==> config.mk <==
export PLATFORM = sky130hd
export DESIGN_NAME = mem_slave_addr_front
export DESIGN_NICKNAME = d
export VERILOG_FILES = /design/src/rtl/i2cs_pkg.sv /design/src/rtl/i2cs_line_events.sv /design/src/rtl/i2cs_ctl_match.sv /design/src/rtl/i2cs_ctl_fsm.sv /design/src/rtl/mem_slave_addr_front.sv
export SDC_FILE = /design/constraint.sdc
export NUM_CORES = 1
export LEC_CHECK = 0
export ABC_CLOCK_PERIOD_IN_PS = 1800
export CAP_MARGIN = 20
export CELL_PAD_IN_SITES_DETAIL_PLACEMENT = 1
export CELL_PAD_IN_SITES_GLOBAL_PLACEMENT = 2
export CORE_UTILIZATION = 35
export CTS_BUF_LIST = sky130_fd_sc_hd__clkbuf_4 sky130_fd_sc_hd__clkbuf_8
export DETAILED_ROUTE_END_ITERATION = 8
export HOLD_SLACK_MARGIN = 0.08
export PLACE_DENSITY_LB_ADDON = 0.1
export SLEW_MARGIN = 10
export SYNTH_ARGS = -nofsm -noshare
export SYNTH_HDL_FRONTEND = slang
export SYNTH_SLANG_ARGS = --single-unit
==> constraint.sdc <==
create_clock -name clk -period 1.8 [get_ports clk]
set_clock_uncertainty 0.05 [all_clocks]
set_input_delay 0.36 -clock clk [delete_from_list [all_inputs] [get_ports clk]]
set_output_delay 0.36 -clock clk [all_outputs]
set_load 0.02 [all_outputs]
==> src/rtl/i2cs_pkg.sv <==
package i2cs_pkg;

    localparam int          BYTE_W   = 8;
    localparam int          CNT_W    = $clog2(BYTE_W + 1);
    localparam logic [3:0]  DEV_CODE = 4'b1010;

    typedef enum logic [1:0] {
        ST_IDLE = 2'd0,
        ST_RECV = 2'd1,
        ST_ACK  = 2'd2,
        ST_HOLD = 2'd3
    } dec_state_t;

    typedef struct packed {
        logic start;
        logic stop;
        logic rise;
        logic fall;
        logic dbit;
    } bus_ev_t;

    typedef struct packed {
        logic [3:0] code;
        logic       cs_hi;
        logic       cs_lo;
        logic       blk;
        logic       rd;
    } ctl_fields_t;

    function automatic logic ctl_hit(input ctl_fields_t f,
                                     input logic hi, input logic lo);
        return (f.code == DEV_CODE) && (f.cs_hi == hi) && (f.cs_lo == lo);
    endfunction

endpackage

==> src/rtl/i2cs_line_events.sv <==
module i2cs_line_events
    import i2cs_pkg::*;
(
    input  logic    clk,
    input  logic    rst,
    input  logic    scl_i,
    input  logic    sda_i,
    output bus_ev_t ev_o
);
    logic scl_q;
    logic sda_q;

    always_ff @(posedge clk) begin
        if (rst) begin
            scl_q <= 1'b1;
            sda_q <= 1'b1;
        end else begin
            scl_q <= scl_i;
            sda_q <= sda_i;
        end
    end

    always_comb begin
        ev_o.start = scl_i & scl_q & sda_q & ~sda_i;
        ev_o.stop  = scl_i & scl_q & ~sda_q & sda_i;
        ev_o.rise  = scl_i & ~scl_q;
        ev_o.fall  = ~scl_i & scl_q;
        ev_o.dbit  = sda_i;
    end

    assert_events_exclusive_R8: assert property (@(posedge clk) disable iff (rst)
        $onehot0({ev_o.start, ev_o.stop, ev_o.rise, ev_o.fall}));

endmodule

==> src/rtl/i2cs_ctl_match.sv <==
module i2cs_ctl_match
    import i2cs_pkg::*;
(
    input  logic [BYTE_W-1:0] byte_i,
    input  logic              strap_hi_i,
    input  logic              strap_lo_i,
    output logic              hit_o,
    output logic              rd_o,
    output logic              blk_o
);
    ctl_fields_t fields;

    always_comb begin
        fields = ctl_fields_t'(byte_i);
        hit_o  = ctl_hit(fields, strap_hi_i, strap_lo_i);
        rd_o   = fields.rd;
        blk_o  = fields.blk;
    end

endmodule

==> src/rtl/i2cs_ctl_fsm.sv <==
module i2cs_ctl_fsm
    import i2cs_pkg::*;
(
    input  logic              clk,
    input  logic              rst,
    input  bus_ev_t           ev_i,
    input  logic              hit_i,
    input  logic              rd_i,
    input  logic              blk_i,
    output logic [BYTE_W-1:0] byte_o,
    output logic              pull_o,
    output logic              stb_o,
    output logic              rd_o,
    output logic              blk_o
);
    localparam logic [CNT_W-1:0] FULL = CNT_W'(BYTE_W);

    dec_state_t        state;
    logic [CNT_W-1:0]  cnt;
    logic [BYTE_W-1:0] shreg;

    always_ff @(posedge clk) begin
        if (rst) begin
            state  <= ST_IDLE;
            cnt    <= '0;
            shreg  <= '0;
            pull_o <= 1'b0;
            stb_o  <= 1'b0;
            rd_o   <= 1'b0;
            blk_o  <= 1'b0;
        end else begin
            stb_o <= 1'b0;
            if (ev_i.start) begin
                state  <= ST_RECV;
                cnt    <= '0;
                shreg  <= '0;
                pull_o <= 1'b0;
            end else if (ev_i.stop) begin
                state  <= ST_IDLE;
                cnt    <= '0;
                pull_o <= 1'b0;
            end else begin
                unique case (state)
                    ST_RECV: begin
                        if (ev_i.rise && cnt < FULL) begin
                            shreg <= {shreg[BYTE_W-2:0], ev_i.dbit};
                            cnt   <= cnt + 1'b1;
                        end else if (ev_i.fall && cnt == FULL) begin
                            if (hit_i) begin
                                pull_o <= 1'b1;
                                stb_o  <= 1'b1;
                                rd_o   <= rd_i;
                                blk_o  <= blk_i;
                                state  <= ST_ACK;
                            end else begin
                                state  <= ST_IDLE;
                            end
                        end
                    end
                    ST_ACK: begin
                        if (ev_i.fall) begin
                            pull_o <= 1'b0;
                            state  <= ST_HOLD;
                        end
                    end
                    default: ;
                endcase
            end
        end
    end

    assign byte_o = shreg;

    assert_cnt_bound_R11: assert property (@(posedge clk) disable iff (rst)
        cnt <= FULL);
    assert_strobe_with_pull_R7: assert property (@(posedge clk) disable iff (rst)
        $rose(pull_o) |-> stb_o);
    assert_strobe_single_R7: assert property (@(posedge clk) disable iff (rst)
        stb_o |=> !stb_o);
    assert_ack_release_R2: assert property (@(posedge clk) disable iff (rst)
        (pull_o && ev_i.fall) |=> !pull_o);
    assert_stop_aborts_R8: assert property (@(posedge clk) disable iff (rst)
        ev_i.stop |=> (!pull_o && state == ST_IDLE));
    assert_start_restarts_R8: assert property (@(posedge clk) disable iff (rst)
        ev_i.start |=> (state == ST_RECV && cnt == '0));
    assert_idle_released_R9: assert property (@(posedge clk) disable iff (rst)
        (state == ST_IDLE) |-> !pull_o);
    assert_hold_silent_R10: assert property (@(posedge clk) disable iff (rst)
        (state == ST_HOLD) |-> (!pull_o && !stb_o));

endmodule

==> src/rtl/mem_slave_addr_front.sv <==
module mem_slave_addr_front
    import i2cs_pkg::*;
(
    input  logic clk,
    input  logic rst,
    input  logic scl_i,
    input  logic sda_i,
    input  logic strap_hi_i,
    input  logic strap_lo_i,
    output logic sda_pull_o,
    output logic sel_stb_o,
    output logic sel_read_o,
    output logic sel_blk_o
);
    bus_ev_t           ev;
    logic [BYTE_W-1:0] rx_byte;
    logic              hit;
    logic              hit_rd;
    logic              hit_blk;

    i2cs_line_events u_events (
        .clk   (clk),
        .rst   (rst),
        .scl_i (scl_i),
        .sda_i (sda_i),
        .ev_o  (ev)
    );

    i2cs_ctl_match u_match (
        .byte_i     (rx_byte),
        .strap_hi_i (strap_hi_i),
        .strap_lo_i (strap_lo_i),
        .hit_o      (hit),
        .rd_o       (hit_rd),
        .blk_o      (hit_blk)
    );

    i2cs_ctl_fsm u_fsm (
        .clk    (clk),
        .rst    (rst),
        .ev_i   (ev),
        .hit_i  (hit),
        .rd_i   (hit_rd),
        .blk_i  (hit_blk),
        .byte_o (rx_byte),
        .pull_o (sda_pull_o),
        .stb_o  (sel_stb_o),
        .rd_o   (sel_read_o),
        .blk_o  (sel_blk_o)
    );

endmodule

==> key figures <==
Worst hold path
  – Hold Path Depth: 2
  – Hold EP: u_fsm.byte_o[7]$_SDFFE_PP0P_
  – Hold Startpoint: u_fsm.byte_o[7]$_SDFFE_PP0P_
  – Worst Hold Class: flop to flop

Cells and area
  – Final Instance Count excl. Fillers: 161
  – Layout area overhead: 26.1%
  – # diodes: 0
  – Nets: 142
  – Fraction of layout cells with a size suffix above 1: 0.183

Power
  – Leak Pwr: 0.433 nW
  – VDD IR max: 0.765 mV
  – Power Dens Cells: 785 nW/um^2
  – Power after layout: 0.934 mW

Worst setup path
  – Worst r2r path cells: 5
  – Reg2reg start: u_fsm.state[0]$_SDFFE_PP0P_
  – Crit-path slowest cell: clkdlybuf4s50_1
  – Ordered list of cells on the worst path: clkdlybuf4s50_1
  – Worst path max stage delay: 0.61 ns
  – Critical path launch point type: flop
  – Setup crit start: u_fsm.pull_o$_SDFFE_PP0P_
  – CP Class: flop to primary output
  – Crit path DAT: 1.29 ns
  – Buf/Inv on CP: 1
  – R2r endpoint: u_fsm.state[0]$_SDFFE_PP0P_
  – Worst EP required: 1.39 ns
  – Top Family by Delay on Critical Path: buffers and inverters
  – Reg-to-reg slack, setup: 0.11 ns
  – Critical Path Sink Type: primary output
  – Crit Path Max Fanout: 3

Synth
  – Area contributors post-synth: dfxtp_1 42%, nand2_1 9.5%, a21oi_1 6.9%, ha_1 5.3%, xnor2_1 2.8%
  – Syn Nets: 120
  – Synth async-reset ratio: 0
  – FF+latch count, synth: 20
  – Avg Inst Size Synth: 8.58 um^2
  – Part of the Yosys area used for sequential elements: 0.424
  – Post-synth top area share: 0.424
  – Most used flip-flop cell after synthesis: dfxtp_1
  – Post-synthesis instance area: 943 um^2
  – Synth area leader: dfxtp_1
  – Syn Inst Count: 110
  – Yosys cell types: 33
  – Post-synth EDFFs: 0
  – YS warnings: 0

Detailed routing
  – Initial DRC count: 5
  – Final wirelength: 2.15 mm
  – Met3 Routed Length: 64 um
  – Routed wl met2: 1.06 mm
  – Routed len/inst: 13.4 um
  – Post-route ant nets: 0
  – # DRC: 0
  – DR top layer: met4
  – M1 WL: 1.02 mm
  – Vias: 844
  – First drt pass iteration count: 4
  – Vias per cell: 5.24

Clock tree
  – CTS sink cnt: 20
  – Inserted Clock Buffers: 3
  – Hold Buf Count CTS: 0
  – Clk slew on worst S/H paths: 0.12 ns
  – CTS tree: yes
  – Max Buffers Root-to-Sink: 2
  – Clk_lat worst skew: 0.31 ns
  – Setup bufs post-CTS: 0
  – CTS H-Tree Depth: 1
  – Root buffer selected by CTS: clkbuf_4
  – Post_cts resized: 0

Run
  – Max Cap Viol: 0

Timing
  – Tcrit/Tclk final: 0.943
  – Fmax: 589 MHz
  – Final hold vios: 0
  – Worst-Margin Slew: 0.308 ns
  – Max-slew headroom: 0.795
  – Tmin final: 1.70 ns
  – Final setup violating endpoints: 0
  – Final-report max-slew violation count: 0
  – RSZ-0062 raised after global routing: false

Global route
  – First-pass GRT wire length: 3.73 mm
  – Vias in the first global route: 841
  – Overflow after GRT: 0
  – Initial antenna violation count: 0
  – Gr usage total: 0.179
  – Largest net degree at the start of global routing: 13

Placed design
  – Count of input and output buffers: 9
  – Dpl cells: 157
  – GP Congestion: 0.713
  – Post-detail-place hpwl: 1.68 mm

Floorplanning
  – Starting Density: 0.374
  – Die ar.: 2910 um^2
  – Top-level I/O count: 10
  – CORE AREA: 2520 um^2
  – Die width: 53.9 um
  – Placement row count: 18
  – Height of the chip: 53.9 um

Run status
  – Status: completed
-- synthesized netlist by cell type, drive strengths merged (2+ instances only) --
cell and count:
and4bb 2, nand2 24, a31oi 3, nor3 4, o21ai 3, ha 4, nand3 5, xnor2 3
and3 3, or2 2, a21oi 13, dfxtp 20, inv 5, nor2 3
-- layer usage --
layer / track usage / vias to the layer above
met5: 0 / -
met4: 0.0395 / 0
met3: 0.0593 / 2
met2: 0.296 / 10
met1: 0.221 / 404
li1: - / 428
-- power breakdown --
group	internal (mW)	switching [mW]
Combinational	0.0506	0.0530
Sequential	0.450	0.00694
Clock	0.225	0.149
-- metrics by stage --
step	util	setup slack, ns	TNS [ns]	hold slack (ns)	area, um^2
2_1_floorplan	-	0.196	0	0.379	943
3_3_place_gp	0.451	-0.0353	-0.0509	0.393	1140
3_5_place_dp	0.451	-0.102	-0.240	0.405	1140
4_1_cts	0.472	0.0904	0	0.424	1190
5_1_grt	0.472	0.0149	0	0.447	1190
6_report	0.472	0.102	0	0.422	1190
-- flip-flops by register name, indices dropped and copies added, names as in the netlist --
register / cells
u_fsm.pull_o: 1
u_fsm.rd_o: 1
u_fsm.cnt: 4
u_events.sda_q: 1
u_fsm.state: 2
u_fsm.stb_o: 1
u_fsm.blk_o: 1
u_events.scl_q: 1
u_fsm.byte_o: 8
-- cells in the final DEF, fill, tap and decap left out, drive strengths merged, types with 2 or more instances in the layout --
| master | count |
|---|---|
| a21oi | 13 |
| nand2 | 24 |
| a31oi | 3 |
| and4bb | 2 |
| ha | 4 |
| o21ai | 3 |
| nand3 | 5 |
| nor3 | 4 |
| clkdlybuf4s50 | 9 |
| buf | 10 |
| or2 | 2 |
| inv | 5 |
| clkbuf | 3 |
| xnor2 | 3 |
| and3 | 3 |
| dfxtp | 20 |
| nor2 | 3 |
-- layout make-up --
type / instances / area (um^2)
repair buffers: 19 / 165
clock buffers: 3 / 22.5
clock inverters: 1 / 30.0
fillers: 317 / 1330
well taps: 30 / 37.5
inverters: 5 / 18.8
flip-flops and latches: 20 / 400
multi-input cells: 83 / 515
-- kinds of logic after synthesis --
logic type                 share of synthesized area
AOI/OAI and AO/OA                              0.151
xor gates and xnor gates                      0.0371
adders and majority gates                     0.0531
buffers and inverters                         0.0292
DFF                                            0.424
muxes                                         0.0119
and+or+nand+nor                                0.293
-- worst max-delay path by stage --
stage / end / slack (ns) / cells after the start
detailed placement: u_fsm.pull_o$_SDFFE_PP0P_ / -0.10 / 6
global route: u_fsm.state[0]$_SDFFE_PP0P_ / 0.01 / 5
CTS: u_fsm.state[0]$_SDFFE_PP0P_ / 0.09 / 5
finish: sda_pull_o / 0.10 / 1
floorplan: u_fsm.state[0]$_SDFFE_PP0P_ / 0.20 / 5
global placement: u_fsm.state[0]$_SDFFE_PP0P_ / -0.04 / 5
No activity file was read; power rests on OpenSTA's default activity.
